--- src/rtl/exc_seq_pkg.sv ---
// Shared types for the exception sequencer.
// Assumes an 8-bit status byte with interrupt-disable at bit 2,
// break at bit 4 and an always-one bit at bit 5.
package exc_seq_pkg;

    typedef enum logic [1:0] {
        EK_RESET  = 2'd0,
        EK_BREAK  = 2'd1,
        EK_IRQ    = 2'd2,
        EK_RETURN = 2'd3
    } exc_kind_t;

    typedef enum logic [3:0] {
        ST_IDLE,
        ST_DUMMY,
        ST_PUSH_PC,
        ST_PUSH_ST,
        ST_VEC,
        ST_POP_ST,
        ST_POP_PC,
        ST_HOLD,
        ST_DONE
    } seq_state_t;

    localparam logic [7:0] MASK_IRQ_DIS = 8'h04;
    localparam logic [7:0] MASK_BREAK   = 8'h10;
    localparam logic [7:0] MASK_ONE     = 8'h20;

endpackage

--- src/rtl/exc_seq_ctrl.sv ---
// Sequence controller: walks entry (push PC, push status, read vector)
// or return (dummy read, pop status, pop PC) one bus cycle per clock.
// Assumes requests are only sampled while idle.
module exc_seq_ctrl
    import exc_seq_pkg::*;
#(
    parameter  int PC_BYTES = 4,
    localparam int IDX_W    = (PC_BYTES > 1) ? $clog2(PC_BYTES) : 1
) (
    input  logic             clk,
    input  logic             rst_n,
    input  logic             req_valid,
    input  exc_kind_t        req_kind,
    output seq_state_t       state,
    output logic [IDX_W-1:0] idx,
    output exc_kind_t        kind_q,
    output logic             accept,
    output logic             sp_dec,
    output logic             sp_inc,
    output logic             rd_status,
    output logic             rd_pcbyte,
    output logic             done,
    output logic             busy
);

    localparam logic [IDX_W-1:0] LAST_IDX = IDX_W'(PC_BYTES - 1);

    // Per-cycle strobes decoded from the current step.
    always_comb begin
        accept    = (state == ST_IDLE) && req_valid;
        sp_dec    = (state == ST_PUSH_PC) || (state == ST_PUSH_ST);
        sp_inc    = (state == ST_DUMMY) || (state == ST_POP_ST) ||
                    ((state == ST_POP_PC) && (idx != LAST_IDX));
        rd_status = (state == ST_POP_ST);
        rd_pcbyte = (state == ST_VEC) || (state == ST_POP_PC);
        done      = (state == ST_DONE);
        busy      = (state != ST_IDLE);
    end

    // Step register, byte index and latched request kind.
    always_ff @(posedge clk) begin
        if (!rst_n) begin
            state  <= ST_IDLE;
            idx    <= '0;
            kind_q <= EK_RESET;
        end else begin
            unique case (state)
                ST_IDLE: begin
                    if (req_valid) begin
                        kind_q <= req_kind;
                        idx    <= '0;
                        state  <= (req_kind == EK_RETURN) ? ST_DUMMY : ST_PUSH_PC;
                    end
                end
                ST_PUSH_PC: begin
                    if (idx == LAST_IDX) begin
                        idx   <= '0;
                        state <= ST_PUSH_ST;
                    end else begin
                        idx <= idx + 1'b1;
                    end
                end
                ST_PUSH_ST: begin
                    idx   <= '0;
                    state <= ST_VEC;
                end
                ST_VEC: begin
                    if (idx == LAST_IDX) state <= ST_HOLD;
                    else                 idx   <= idx + 1'b1;
                end
                ST_DUMMY:  state <= ST_POP_ST;
                ST_POP_ST: begin
                    idx   <= '0;
                    state <= ST_POP_PC;
                end
                ST_POP_PC: begin
                    if (idx == LAST_IDX) state <= ST_HOLD;
                    else                 idx   <= idx + 1'b1;
                end
                ST_HOLD:  state <= ST_DONE;
                ST_DONE:  state <= ST_IDLE;
                default:  state <= ST_IDLE;
            endcase
        end
    end

    AST_DONE_ONE_CYCLE: assert property (@(posedge clk) disable iff (!rst_n)
        done |=> !done);
    AST_KIND_HELD_BUSY: assert property (@(posedge clk) disable iff (!rst_n)
        (busy && req_valid) |=> (kind_q == $past(kind_q)));

endmodule

--- src/rtl/exc_seq_stack.sv ---
// Stack pointer tracker: loads the pointer on acceptance, steps it down
// per push and up per pop, and forms the page address.
// Assumes dec and inc are never requested together.
module exc_seq_stack #(
    parameter int                ADDR_W     = 32,
    parameter int                SP_W       = 8,
    parameter logic [ADDR_W-1:0] STACK_BASE = 32'h0000_0100
) (
    input  logic              clk,
    input  logic              rst_n,
    input  logic              load,
    input  logic [SP_W-1:0]   sp_in,
    input  logic              dec,
    input  logic              inc,
    output logic [SP_W-1:0]   sp_cur,
    output logic [ADDR_W-1:0] stk_addr
);

    // Stack pointer register with wrap inside the page.
    always_ff @(posedge clk) begin
        if (!rst_n)    sp_cur <= '0;
        else if (load) sp_cur <= sp_in;
        else if (dec)  sp_cur <= sp_cur - 1'b1;
        else if (inc)  sp_cur <= sp_cur + 1'b1;
    end

    // Page-relative address of the current stack slot.
    always_comb stk_addr = STACK_BASE + ADDR_W'(sp_cur);

    AST_SP_STEP_DOWN: assert property (@(posedge clk) disable iff (!rst_n)
        (dec && !load) |=> (sp_cur == $past(sp_cur) - 1'b1));
    AST_SP_STEP_UP: assert property (@(posedge clk) disable iff (!rst_n)
        (inc && !load) |=> (sp_cur == $past(sp_cur) + 1'b1));

endmodule

--- src/rtl/exc_seq_collect.sv ---
// Read-data collector: one cycle after a status or address-byte read it
// stores the returned byte; address bytes arrive low first and shift in.
// Assumes memory returns data exactly one cycle after the address.
module exc_seq_collect #(
    parameter int ADDR_W = 32
) (
    input  logic              clk,
    input  logic              rst_n,
    input  logic              rd_status,
    input  logic              rd_pcbyte,
    input  logic [7:0]        rdata,
    output logic [ADDR_W-1:0] pc_acc,
    output logic [7:0]        st_acc
);

    logic pend_st;
    logic pend_pc;

    // Remember which kind of read is in flight.
    always_ff @(posedge clk) begin
        if (!rst_n) begin
            pend_st <= 1'b0;
            pend_pc <= 1'b0;
        end else begin
            pend_st <= rd_status;
            pend_pc <= rd_pcbyte;
        end
    end

    // Capture returned bytes into the status and address accumulators.
    always_ff @(posedge clk) begin
        if (!rst_n) begin
            pc_acc <= '0;
            st_acc <= '0;
        end else begin
            if (pend_st) st_acc <= rdata;
            if (pend_pc) pc_acc <= {rdata, pc_acc[ADDR_W-1:8]};
        end
    end

    AST_ONE_CAPTURE: assert property (@(posedge clk) disable iff (!rst_n)
        !(rd_status && rd_pcbyte));

endmodule

--- src/rtl/exc_sequencer.sv ---
// Exception entry/return bus sequencer for an 8-bit-data core with a wide
// program counter. Latches the request frame, drives the bus per step and
// publishes the new PC, SP and status with a one-cycle done pulse.
// Assumes synchronous memory with one cycle of read latency.
module exc_sequencer
    import exc_seq_pkg::*;
#(
    parameter int                ADDR_W       = 32,
    parameter int                SP_W         = 8,
    parameter logic [ADDR_W-1:0] STACK_BASE   = 32'h0000_0100,
    parameter logic [ADDR_W-1:0] RESET_VECTOR = 32'hFFFF_FFF4,
    parameter logic [ADDR_W-1:0] IRQ_VECTOR   = 32'hFFFF_FFFC,
    parameter int                BREAK_LEN    = 2
) (
    input  logic              clk,
    input  logic              rst_n,
    input  logic              req_valid,
    input  logic [1:0]        req_kind,
    input  logic [ADDR_W-1:0] pc_in,
    input  logic [SP_W-1:0]   sp_in,
    input  logic [7:0]        status_in,
    output logic [ADDR_W-1:0] bus_addr,
    output logic              bus_we,
    output logic [7:0]        bus_wdata,
    input  logic [7:0]        bus_rdata,
    output logic [ADDR_W-1:0] pc_out,
    output logic [SP_W-1:0]   sp_out,
    output logic [7:0]        status_out,
    output logic              done,
    output logic              busy
);

    localparam int PC_BYTES = ADDR_W / 8;
    localparam int IDX_W    = (PC_BYTES > 1) ? $clog2(PC_BYTES) : 1;
    localparam logic [IDX_W-1:0]  LAST_IDX  = IDX_W'(PC_BYTES - 1);
    localparam logic [ADDR_W-1:0] STACK_TOP = STACK_BASE + ADDR_W'((1 << SP_W) - 1);

    seq_state_t        state;
    logic [IDX_W-1:0]  idx;
    exc_kind_t         kind_q;
    logic              accept, sp_dec, sp_inc, rd_status, rd_pcbyte;
    logic [SP_W-1:0]   sp_cur;
    logic [ADDR_W-1:0] stk_addr;
    logic [ADDR_W-1:0] pc_acc;
    logic [7:0]        st_acc;

    logic [ADDR_W-1:0] pc_push;
    logic [7:0]        st_push;
    logic [7:0]        st_entry;
    logic [ADDR_W-1:0] pc_q;
    logic [SP_W-1:0]   sp_q;
    logic [7:0]        st_q;
    logic [ADDR_W-1:0] vec_base;
    logic [IDX_W-1:0]  byte_sel;
    logic              stack_we;

    exc_seq_ctrl #(.PC_BYTES(PC_BYTES)) u_ctrl (
        .clk       (clk),
        .rst_n     (rst_n),
        .req_valid (req_valid),
        .req_kind  (exc_kind_t'(req_kind)),
        .state     (state),
        .idx       (idx),
        .kind_q    (kind_q),
        .accept    (accept),
        .sp_dec    (sp_dec),
        .sp_inc    (sp_inc),
        .rd_status (rd_status),
        .rd_pcbyte (rd_pcbyte),
        .done      (done),
        .busy      (busy)
    );

    exc_seq_stack #(.ADDR_W(ADDR_W), .SP_W(SP_W), .STACK_BASE(STACK_BASE)) u_stack (
        .clk      (clk),
        .rst_n    (rst_n),
        .load     (accept),
        .sp_in    (sp_in),
        .dec      (sp_dec),
        .inc      (sp_inc),
        .sp_cur   (sp_cur),
        .stk_addr (stk_addr)
    );

    exc_seq_collect #(.ADDR_W(ADDR_W)) u_collect (
        .clk       (clk),
        .rst_n     (rst_n),
        .rd_status (rd_status),
        .rd_pcbyte (rd_pcbyte),
        .rdata     (bus_rdata),
        .pc_acc    (pc_acc),
        .st_acc    (st_acc)
    );

    // Latch the values to push and the entry status at acceptance.
    always_ff @(posedge clk) begin
        if (!rst_n) begin
            pc_push  <= '0;
            st_push  <= '0;
            st_entry <= '0;
        end else if (accept) begin
            pc_push  <= (exc_kind_t'(req_kind) == EK_BREAK) ? pc_in + ADDR_W'(BREAK_LEN) : pc_in;
            st_push  <= (exc_kind_t'(req_kind) == EK_BREAK) ? (status_in | MASK_BREAK | MASK_ONE)
                                                            : ((status_in | MASK_ONE) & ~MASK_BREAK);
            st_entry <= status_in | MASK_IRQ_DIS;
        end
    end

    // Retain the results of the last completed sequence.
    always_ff @(posedge clk) begin
        if (!rst_n) begin
            pc_q <= '0;
            sp_q <= '0;
            st_q <= '0;
        end else if (done) begin
            pc_q <= pc_acc;
            sp_q <= sp_cur;
            st_q <= (kind_q == EK_RETURN) ? st_acc : st_entry;
        end
    end

    // Present results during the done cycle, held values otherwise.
    always_comb begin
        pc_out     = done ? pc_acc : pc_q;
        sp_out     = done ? sp_cur : sp_q;
        status_out = done ? ((kind_q == EK_RETURN) ? st_acc : st_entry) : st_q;
    end

    // Vector base, pushed byte select and write qualifier.
    always_comb begin
        vec_base = (kind_q == EK_RESET) ? RESET_VECTOR : IRQ_VECTOR;
        byte_sel = LAST_IDX - idx;
        stack_we = (kind_q != EK_RESET);
    end

    // Bus drive for the current step.
    always_comb begin
        bus_addr  = pc_q;
        bus_we    = 1'b0;
        bus_wdata = 8'h00;
        unique case (state)
            ST_PUSH_PC: begin
                bus_addr  = stk_addr;
                bus_we    = stack_we;
                bus_wdata = pc_push[{byte_sel, 3'b000} +: 8];
            end
            ST_PUSH_ST: begin
                bus_addr  = stk_addr;
                bus_we    = stack_we;
                bus_wdata = st_push;
            end
            ST_VEC:    bus_addr = vec_base + ADDR_W'(idx);
            ST_DUMMY,
            ST_POP_ST,
            ST_POP_PC: bus_addr = stk_addr;
            ST_HOLD:   bus_addr = (kind_q == EK_RETURN) ? stk_addr
                                                        : vec_base + ADDR_W'(LAST_IDX);
            ST_DONE:   bus_addr = pc_acc;
            default:   bus_addr = pc_q;
        endcase
    end

    AST_RESET_NO_WRITE: assert property (@(posedge clk) disable iff (!rst_n)
        (busy && kind_q == EK_RESET) |-> !bus_we);
    AST_WRITE_IN_PAGE: assert property (@(posedge clk) disable iff (!rst_n)
        bus_we |-> (bus_addr >= STACK_BASE && bus_addr <= STACK_TOP));
    AST_IDLE_KEEPS_PC: assert property (@(posedge clk) disable iff (!rst_n)
        done |=> (bus_addr == $past(pc_out)));
    AST_NO_WRITE_RETURN: assert property (@(posedge clk) disable iff (!rst_n)
        (busy && kind_q == EK_RETURN) |-> !bus_we);

endmodule

--- config.mk ---
export PLATFORM = sky130hd
export DESIGN_NAME = exc_sequencer
export DESIGN_NICKNAME = d
export VERILOG_FILES = /design/src/rtl/exc_seq_pkg.sv /design/src/rtl/exc_seq_ctrl.sv /design/src/rtl/exc_seq_stack.sv /design/src/rtl/exc_seq_collect.sv /design/src/rtl/exc_sequencer.sv
export SDC_FILE = /design/constraint.sdc
export NUM_CORES = 1
export LEC_CHECK = 0
export BUFFER_PORTS_ARGS = -buffer_cell sky130_fd_sc_hd__buf_2
export CORE_MARGIN = 2
export CORE_UTILIZATION = 44
export CTS_CLUSTER_SIZE = 20
export DETAILED_ROUTE_END_ITERATION = 16
export PLACE_DENSITY = 0.62
export SLEW_MARGIN = 20
export SYNTH_ARGS = -nofsm -noshare
export SYNTH_HDL_FRONTEND = slang
export SYNTH_SLANG_ARGS = --single-unit
--- constraint.sdc ---
create_clock -name clk -period 2.9 [get_ports clk]
set_input_delay 0.29 -clock clk [delete_from_list [all_inputs] [get_ports clk]]
set_output_delay 0.29 -clock clk [all_outputs]
set_load 0.02 [all_outputs]
==> flow_summary.yaml, run 1 <==
floorplanning:
  die-area_um2: 18520
  core_area_um2: 17180
  initial_utilization_pct: 44.69
  io_pins: 152
  dieWidth_um: 136.1
  num_rows: 48
  die_h_um: 136.1
worst_setup_path:
  cp_cell_sequence: "buf_4, and2_2, buf_4, mux2_2, buf_2"
  slowest_stage: "buf_4"
  worstPathArrival_ps: 2370
  slowest_delay_ps: 480
  path_class: "reg -> out"
  critPathTopFamily: "buffers and inverters"
  start_kind: "flop"
  crit_buf_inv: 3
  worstSetupEndpointType: "output pin"
  critPathMaxFanout: 70
  worst_ep_required_time_ps: 2610
  cp_common_cell: "buf_4"
sta:
  fin_crit_ps: 2660
  worst_slew_pin_slew_ps: 984.5
  rsz0062_at_grt: "no"
  finalHoldViolCount: 0
  setup_viol: 0
  fin_crit_sh_pct: 91.72
  max_freq_mhz: 376.0
  setup_tns_ps: 0
  clock_skew_ps: 5.644
  hold_ws_ps: 114.7
  max_slew_margin_pct: 34.37
  slew_viol_final: 0
  fin_ws_ps: 240.2
cells_and_area:
  final_cell_area_um2: 9183
  final_nets: 1101
  final_cells: 1268
  n_antenna_cell: 0
  final_layout_size_suffix_gt1_share_pct: 23.87
  syn2layout_area_growth_pct: 19.63
synth:
  yosysMostFrequentCell: "dfxtp_1"
  yosysSeqAreaShare_pct: 38.60
  muxShareOfSynthArea_pct: 15.91
  syn-instance-count: 913
  synthTopCellsByCount: "dfxtp_1, nand2_1, a21oi_1, nor2_1, mux2i_1"
  synthAdderAreaFrac_pct: 1.728
  synth_nets: 984
  synth_top_family_by_area: "simple AND/OR/NAND/NOR gates"
  synthFlopType: "dfxtp_1"
  synthTopCellsByArea: "dfxtp_1, mux2i_1, nand2_1"
  synthXorXnorAreaFrac_pct: 4.336
  synth_compound_area_share_pct: 13.11
  synth.distinct_cells: 52
  yosys_warnings: 0
  synth_top_cell_area_share_pct: 38.60
  synth-edff-count: 0
  ys_ff_latch: 148
  async_reset_ff_share_pct: 0
  yosys.area.top_type: "dfxtp_1"
  synthesis.area_um2: 7676
  synth_simple_gate_area_share_pct: 21.97
  syn_avg_cell_area_um2: 8.408
clock_tree:
  htreeDepth: 4
  post-cts-setup-buffer-count: 0
  clk_pin_slew_ps: 60
  holdBufCountCts: 0
  clk_latency_ps: 410
  cts.repair.resized: 0
  clockBufferDepth: 2
  numCtsBuffers: 17
  cts_sinks: 148
  cts_root_buffer: "clkbuf_16"
  cts_tree: "built"
drt:
  drc: 0
  drt_iter0_markers: 432
  vias: 6697
  dr.pass1.iters: 5
  ant_nets: 0
  wl_per_cell_um: 15.78
  viasPerCell: 5.282
  drt_wl_total_um: 20010
placed_design:
  placed_cells: 1236
  dpl_cell_area_um2: 8592
  portBuffers: 151
  post-dp-hpwl_um: 14070
  place.gp.congestion: 0.8632
  preCtsSetupSlack_ps: 540.6
run_status:
  status: "complete, no violations"
power_and_ir_drop:
  p_leak_nw: 3.943
  ir_drop_mv: 0.4224
  power_density_nw_per_um2: 641.3
global_route:
  grt_max_degree: 82
  grt_use_total_pct: 21.89
  gr-total-overflow: 0
  grt_pass1_wl_um: 31860
  antenna_found_initial: 0
  grt_pass1_vias: 6213
flow_run:
  max_cap_violations: 0
worst_hold_path:
  hold_path_class: "in -> reg"
-- final timing paths --
path                        start                end  slack (ps)  cells after the start
setup / recovery  u_ctrl.state[3]          sp_out[0]         240                      5
hold reg to reg        pc_push[0]         pc_push[0]         460                      2
setup reg to reg  u_ctrl.state[1]  u_stack.sp_cur[5]         490                      9
hold / removal           sp_in[2]  u_stack.sp_cur[2]         110                      3
-- per-layer routing --
metal / GRT usage [%] / share of wire, %
met1: 29.06 / 47
met2: 35.93 / 47
met3: 3.505 / 4.9
met4: 7.986 / 1.8
met5: 0 / 0
-- cell families (layout without fill, tap and decap cells) --
group / after synthesis / after routing
fa+ha+maj: 10 / 10
mux: 107 / 107
xor+xnor: 38 / 38
buf+inv: 77 / 207
simple gates: 355 / 355
flops: 148 / 148
compound gates: 178 / 178
-- metrics by stage --
stage	utilization [%]	total power, mW
final	53.46	5.889
after global routing	53.46	6.184
after CTS	53.46	5.928
after detailed placement	50.02	3.739
after global placement	50.02	3.729
after floorplan	-	3.296
-- state kept, by name (all words and copies together), names as in the netlist --
register and cells:
pc_push 32, pc_q 32, u_collect.pc_acc 32, sp_q 8, st_push 8, st_q 8, u_collect.st_acc 8, u_stack.sp_cur 8
u_ctrl.state 4, st_entry 2, u_ctrl.idx 2, u_ctrl.kind_q 2, u_collect.pend_pc 1, u_collect.pend_st 1
-- area by class of cell --
type	count	area (um2)
flip-flops and latches	148	2965
clock buffers	24	491.7
clock inverters	8	98.84
multi-input cells	688	4382
repair buffers	169	940.9
well taps	225	281.5
fillers	1672	7994
inverters	6	22.52
-- power breakdown --
| group | switching (mW) | internal [mW] | total, mW |
|---|---|---|---|
| clock | 0.836 | 1.36 | 2.19 |
| sequential | 0.166 | 2.18 | 2.35 |
| combinational | 0.842 | 0.507 | 1.35 |
| total | 1.84 | 4.04 | 5.89 |
-- cell usage in the layout, fill, tap and decap left out, drive strengths merged, types with 13 or more instances in the layout --
master,synthesis,final
clkbuf,42,24
nor2,83,83
dfxtp,148,148
nand4,13,13
and3,29,29
mux2i,59,59
mux2,40,40
xor2,27,27
nand2,138,138
buf,29,169
nand3,17,17
o21ai,54,54
and2,50,50
a21oi,83,83
-- tightest hold or removal path, stage by stage --
cell     delay, ps
buf_2          100
nand2_1         40
a21oi_1         50
Note: power is estimated with default switching activity, not from simulation.
==> run 2: changes to the inputs <==
CELL_PAD_IN_SITES_DETAIL_PLACEMENT = 0   (was unset)
CELL_PAD_IN_SITES_GLOBAL_PLACEMENT = 1   (was unset)
CORE_UTILIZATION = 41   (was 44)
PLACE_DENSITY = 0.76   (was 0.62)
==> run 2 against run 1 <==
Critical path depth rose by 2. Combinational power barely moved. Largest power group unchanged. Flip-flop and latch count unchanged. Critical endpoint is now bus_addr[17]. Clock-buffer cell count fell by 5. Die area is 7.1% higher. Highest routed layer is now met5. Via count shrank 1.2%. Largest cell class unchanged. Clock power increased by 2%. Wire length rose by 2.5%. Worst setup slack improved by 79 ps.
==> flow_summary.yaml, run 2 (synthesized netlist as in run 1, its figures left out) <==
run_status:
  status: "complete, no violations"
worst_setup_path:
  path_class: "reg -> out"
  crit_start: "u_ctrl.state[1]"
  worstSetupEndpointType: "output pin"
  critPathMaxFanout: 25
  cp_cell_sequence: "buf_4, or3_1, buf_12, nand2_1, and3_1, o21ai_0, buf_2"
  r2r-start: "u_ctrl.state[1]"
  rrSetupSlack_ps: 500
  slowest_stage: "or3_1"
  endpoint: "bus_addr[17]"
  worstPathArrival_ps: 2290
  reg2reg_depth: 9
  r2r_end: "u_stack.sp_cur[5]"
  start_kind: "flop"
  worst_ep_required_time_ps: 2610
  slowest_delay_ps: 380
power_and_ir_drop:
  ir_drop_mv: 0.3966
  power_density_nw_per_um2: 644.1
  p_leak_nw: 3.952
floorplanning:
  die-area_um2: 19830
  num_rows: 50
  io_pins: 152
  core_area_um2: 18520
  dieWidth_um: 140.8
  die_h_um: 140.8
  initial_utilization_pct: 41.45
clock_tree:
  clk_pin_slew_ps: 60
  numCtsBuffers: 17
  cts.repair.resized: 0
  post-cts-setup-buffer-count: 0
  htreeDepth: 4
  holdBufCountCts: 0
  clk_latency_ps: 440
  clockBufferDepth: 2
  cts_sinks: 148
  cts_root_buffer: "clkbuf_16"
  cts_tree: "built"
sta:
  worst_slew_pin_slew_ps: 986.2
  setup_viol: 0
  finalHoldViolCount: 0
  slew_viol_final: 0
  fin_ws_ps: 318.9
  max_slew_margin_pct: 34.26
  setup_tns_ps: 0
  max_freq_mhz: 387.4
  hold_ws_ps: 93.51
  rsz0062_at_grt: "no"
  clock_skew_ps: 35.07
  fin_crit_ps: 2581
  fin_crit_sh_pct: 89.01
flow_run:
  max_cap_violations: 0
drt:
  dr.pass1.iters: 4
  vias: 6616
  wl_per_cell_um: 16.07
  drt_wl_total_um: 20500
  viasPerCell: 5.185
  ant_nets: 0
  drt_iter0_markers: 307
  drc: 0
global_route:
  gr-total-overflow: 0
  grt_use_total_pct: 20.63
  antenna_found_initial: 1
  grt_pass1_vias: 6029
  grt_max_degree: 63
  grt_pass1_wl_um: 32240
cells_and_area:
  syn2layout_area_growth_pct: 20.03
  final_nets: 1101
  multi_input_area_um2: 4382
  final_layout_size_suffix_gt1_share_pct: 23.99
  most-common-layout-cells: "buf_2, dfxtp_1, nand2_1, a21oi_1, nor2_1"
  top_regs: "pc_push x32, pc_q x32, u_collect.pc_acc x32"
  n_antenna_cell: 0
  fillCellCount: 1817
  ff_latch_area_um2: 2965
  final_common_cell: "buf_2"
placed_design:
  place.gp.congestion: 0.8416
  post-dp-hpwl_um: 14460
  preCtsSetupSlack_ps: 526.7
  portBuffers: 151
worst_hold_path:
  hold_path_class: "in -> reg"
[run 2: cell types whose count changed in the layout (fill, tap and decap cells not counted)]
cell and change:
clkbuf_1 -2, buf_12 +1, clkinv_4 +1, buf_4 -1, bufinv_16 +1, clkbuf_8 -3, inv_6 +2
[run 2: critical path: cells and delay by family, from the launching register on]
family	cells	cell delay [ps]
AOI/OAI and AO/OA	1	250
buffers and inverters	3	650
DFF	1	330
and+or+nand+nor	3	610
[run 2: layout make-up]
cell class	count	share of cell area (%)
clock inverters	12	1.684
clock buffers	19	4.807
well taps	234	3.178
multi-input cells	688	47.56
flip-flops and latches	148	32.18
repair buffers	169	10.35
inverters	6	0.2444
[run 2: how the worst min path moves through the flow]
stage / startpoint / endpoint / slack [ps] / cells after the start
floorplan: pc_in[0] / pc_push[0] / 430 / 2
global placement: st_entry[5] / st_entry[5] / 440 / 2
detailed placement: st_entry[5] / st_entry[5] / 450 / 2
CTS: status_in[3] / st_push[3] / 90 / 3
global route: status_in[7] / st_push[7] / 100 / 3
finish: status_in[3] / st_push[3] / 90 / 3
[run 2: power breakdown]
group          switching [mW]  internal [mW]
clock                   0.854           1.37
combinational           0.850          0.512
sequential              0.165           2.18
[run 2: through the flow]
stage | power [mW] | instance area [um2] | cells | utilization [%]
6_report | 5.935 | 9214 | 1276 | 49.76
3_3_place_gp | 3.750 | 8616 | 1245 | 46.53
2_1_floorplan | 3.296 | 7676 | 913 | -
3_5_place_dp | 3.754 | 8616 | 1245 | 46.53
4_1_cts | 6.002 | 9214 | 1276 | 49.76
5_1_grt | 6.246 | 9214 | 1276 | 49.76
[run 2: metal layers]
metal,up-vias,wire length (um),global-route usage (%)
met4,2,132,5.579
met1,3067,9808,27.82
li1,3407,-,-
met3,8,785,4.110
met5,-,13,0
met2,132,9764,33.86
==> run 3: changes to the inputs <==
--- a/config.mk
+++ b/config.mk
@@ -14,2 +14,3 @@
 export DETAILED_ROUTE_END_ITERATION = 16
+export GPL_TIMING_DRIVEN = 0
 export PLACE_DENSITY = 0.76
==> constraint.sdc (replaced) <==
create_clock -name clk -period 2.9 [get_ports clk]
set_input_delay 0.145 -clock clk [delete_from_list [all_inputs] [get_ports clk]]
set_output_delay 0.145 -clock clk [all_outputs]
set_load 0.02 [all_outputs]
==> run 3 against run 2 <==
Worst setup slack lost 160 ps. Clock-buffer cell count up 6. Wire length grew 13%. Design area is 3.7% higher. Clock power increased by 12%. Clock skew fell by 28 ps. Critical path depth increased by 1. Via count up 7.5%. Combinational power up 9.6%. Total power increased by 6.2%.
==> flow_summary.yaml, run 3 (synthesized netlist as in run 1, its figures left out) <==
run_status:
  status: "complete, no violations"
worst_setup_path:
  worstPathArrival_ps: 2600
  path_class: "reg -> out"
  endpoint: "bus_addr[30]"
  crit_start: "u_ctrl.state[1]"
  worst_ep_required_time_ps: 2760
  worstSetupEndpointType: "output pin"
  critPathMaxFanout: 10
  start_kind: "flop"
  rrSetupSlack_ps: 230
  reg2reg_depth: 11
  r2r-start: "u_ctrl.state[1]"
  r2r_end: "u_stack.sp_cur[5]"
clock_tree:
  clk_pin_slew_ps: 60
  cts_tree: "built"
  cts_root_buffer: "clkbuf_16"
  htreeDepth: 4
  numCtsBuffers: 17
  cts_sinks: 148
  clockBufferDepth: 2
  clk_latency_ps: 420
worst_hold_path:
  hold_path_class: "in -> reg"
  hold_start: "bus_rdata[6]"
power_and_ir_drop:
  seqPwrFrac_pct: 36.7
  power_density_nw_per_um2: 659.1
  p_comb_share_pct: 23.6
  p_leak_nw: 4.102
  power.switching_mw: 1.961
  ir_drop_mv: 0.4061
  p_sw_share_pct: 31.13
  p_int_mw: 4.339
  power_mw: 6.300
  p_clk_share_pct: 39.7
cells_and_area:
  multi_input_area_um2: 4384
  ff_latch_area_um2: 2963
  final_cell_area_um2: 9559
  final_nets: 1168
  final_core_util_pct: 51.62
  final_layout_size_suffix_gt1_share_pct: 22.61
  syn2layout_area_growth_pct: 24.53
  final_common_cell: "buf_2"
  most-common-layout-cells: "buf_2, dfxtp_1, nand2_1, a21oi_1, nor2_1"
  fillCellCount: 1830
  top_regs: "pc_push x32, pc_q x32, u_collect.pc_acc x32"
drt:
  drt_wl_total_um: 23140
  wl_per_cell_um: 17.20
  viasPerCell: 5.286
  drc: 0
  vias: 7109
  dr.pass1.iters: 4
  drt_iter0_markers: 471
  ant_nets: 0
sta:
  max_slew_margin_pct: 50.17
  finalHoldViolCount: 0
  fin_crit_sh_pct: 94.54
  hold_ws_ps: 3.703
  clock_skew_ps: 7.333
  worst_slew_pin_slew_ps: 747.4
  setup_viol: 0
  max_freq_mhz: 364.8
  rsz0062_at_grt: "no"
  fin_crit_ps: 2742
  slew_viol_final: 0
global_route:
  antenna_found_initial: 0
  grt_use_total_pct: 23.33
  grt_pass1_vias: 6439
  grt_pass1_wl_um: 36430
  gr-total-overflow: 0
  grt_max_degree: 20
placed_design:
  place.gp.congestion: 0.8168
  portBuffers: 150
  post-dp-hpwl_um: 17230
  dpl_cell_area_um2: 8720
floorplanning:
  core_area_um2: 18520
  io_pins: 152
  num_rows: 50
  die-area_um2: 19830
  die_h_um: 140.8
  initial_utilization_pct: 41.45
  dieWidth_um: 140.8
flow_run:
  max_cap_violations: 0
## run 3: worst min path at each step
stage,to,slack (ps),depth (start not counted)
2_1_floorplan,pc_push[0],280,2
3_3_place_gp,u_stack.sp_cur[2],400,3
3_5_place_dp,st_push[0],400,3
4_1_cts,u_collect.pc_acc[26],0.5,3
5_1_grt,u_collect.pc_acc[26],20,3
6_report,u_collect.pc_acc[30],4,3
## run 3: repair_timing
item / in CTS / in global routing
hold buffers: 15 / 1
gates cloned: 0 / 0
pin swaps: 0 / 1
buffers inserted: 0 / 0
gates resized for setup: 2 / 4
setup endpoints to repair: 3 / 2
endpoints found under the hold margin: 18 / 1
## run 3: power groups by stage
stage	combinational, mW	clock [mW]	sequential [mW]
3_3_place_gp	1.46	0	2.35
5_1_grt	1.64	2.63	2.33
2_1_floorplan	1.00	0	2.30
6_report	1.49	2.50	2.32
3_5_place_dp	1.46	0	2.36
4_1_cts	1.48	2.52	2.31
## run 3: per-layer routing
| metal | track usage [%] | vias to the layer above | part of all wire [%] |
|---|---|---|---|
| met5 | 0 | - | 0 |
| met4 | 8.579 | 0 | 2.5 |
| met3 | 4.212 | 35 | 5.2 |
| met2 | 37.66 | 206 | 47 |
| met1 | 31.35 | 3330 | 46 |
| li1 | - | 3538 | - |
## run 3: per-stage QoR
stage	worst slack [ps]	TNS, ps	cells
after floorplan	365.3	0	913
after global placement	-115.7	-195.3	1297
after detailed placement	-82.24	-148.3	1297
after CTS	96.70	0	1343
after global routing	16.87	0	1344
final	158.5	0	1345
## run 3: worst max-delay path, cell delays in order, from the launching register on
cell	delay (ps)
dfxtp_1	300
buf_2	180
or3_1	120
clkbuf_1	270
clkbuf_1	490
nand2_1	100
and3_1	190
o21ai_0	290
buf_2	230
## run 3: layout make-up
cell class,count,share of cell area [%]
tap,234,3.063
sequential,148,30.99
timing repair buffer,166,9.529
buffer,70,3.233
inverter,6,0.2618
multi-input combinational,688,45.86
clock inverter,7,1.741
antenna,1,0.02618
clock buffer,25,5.288
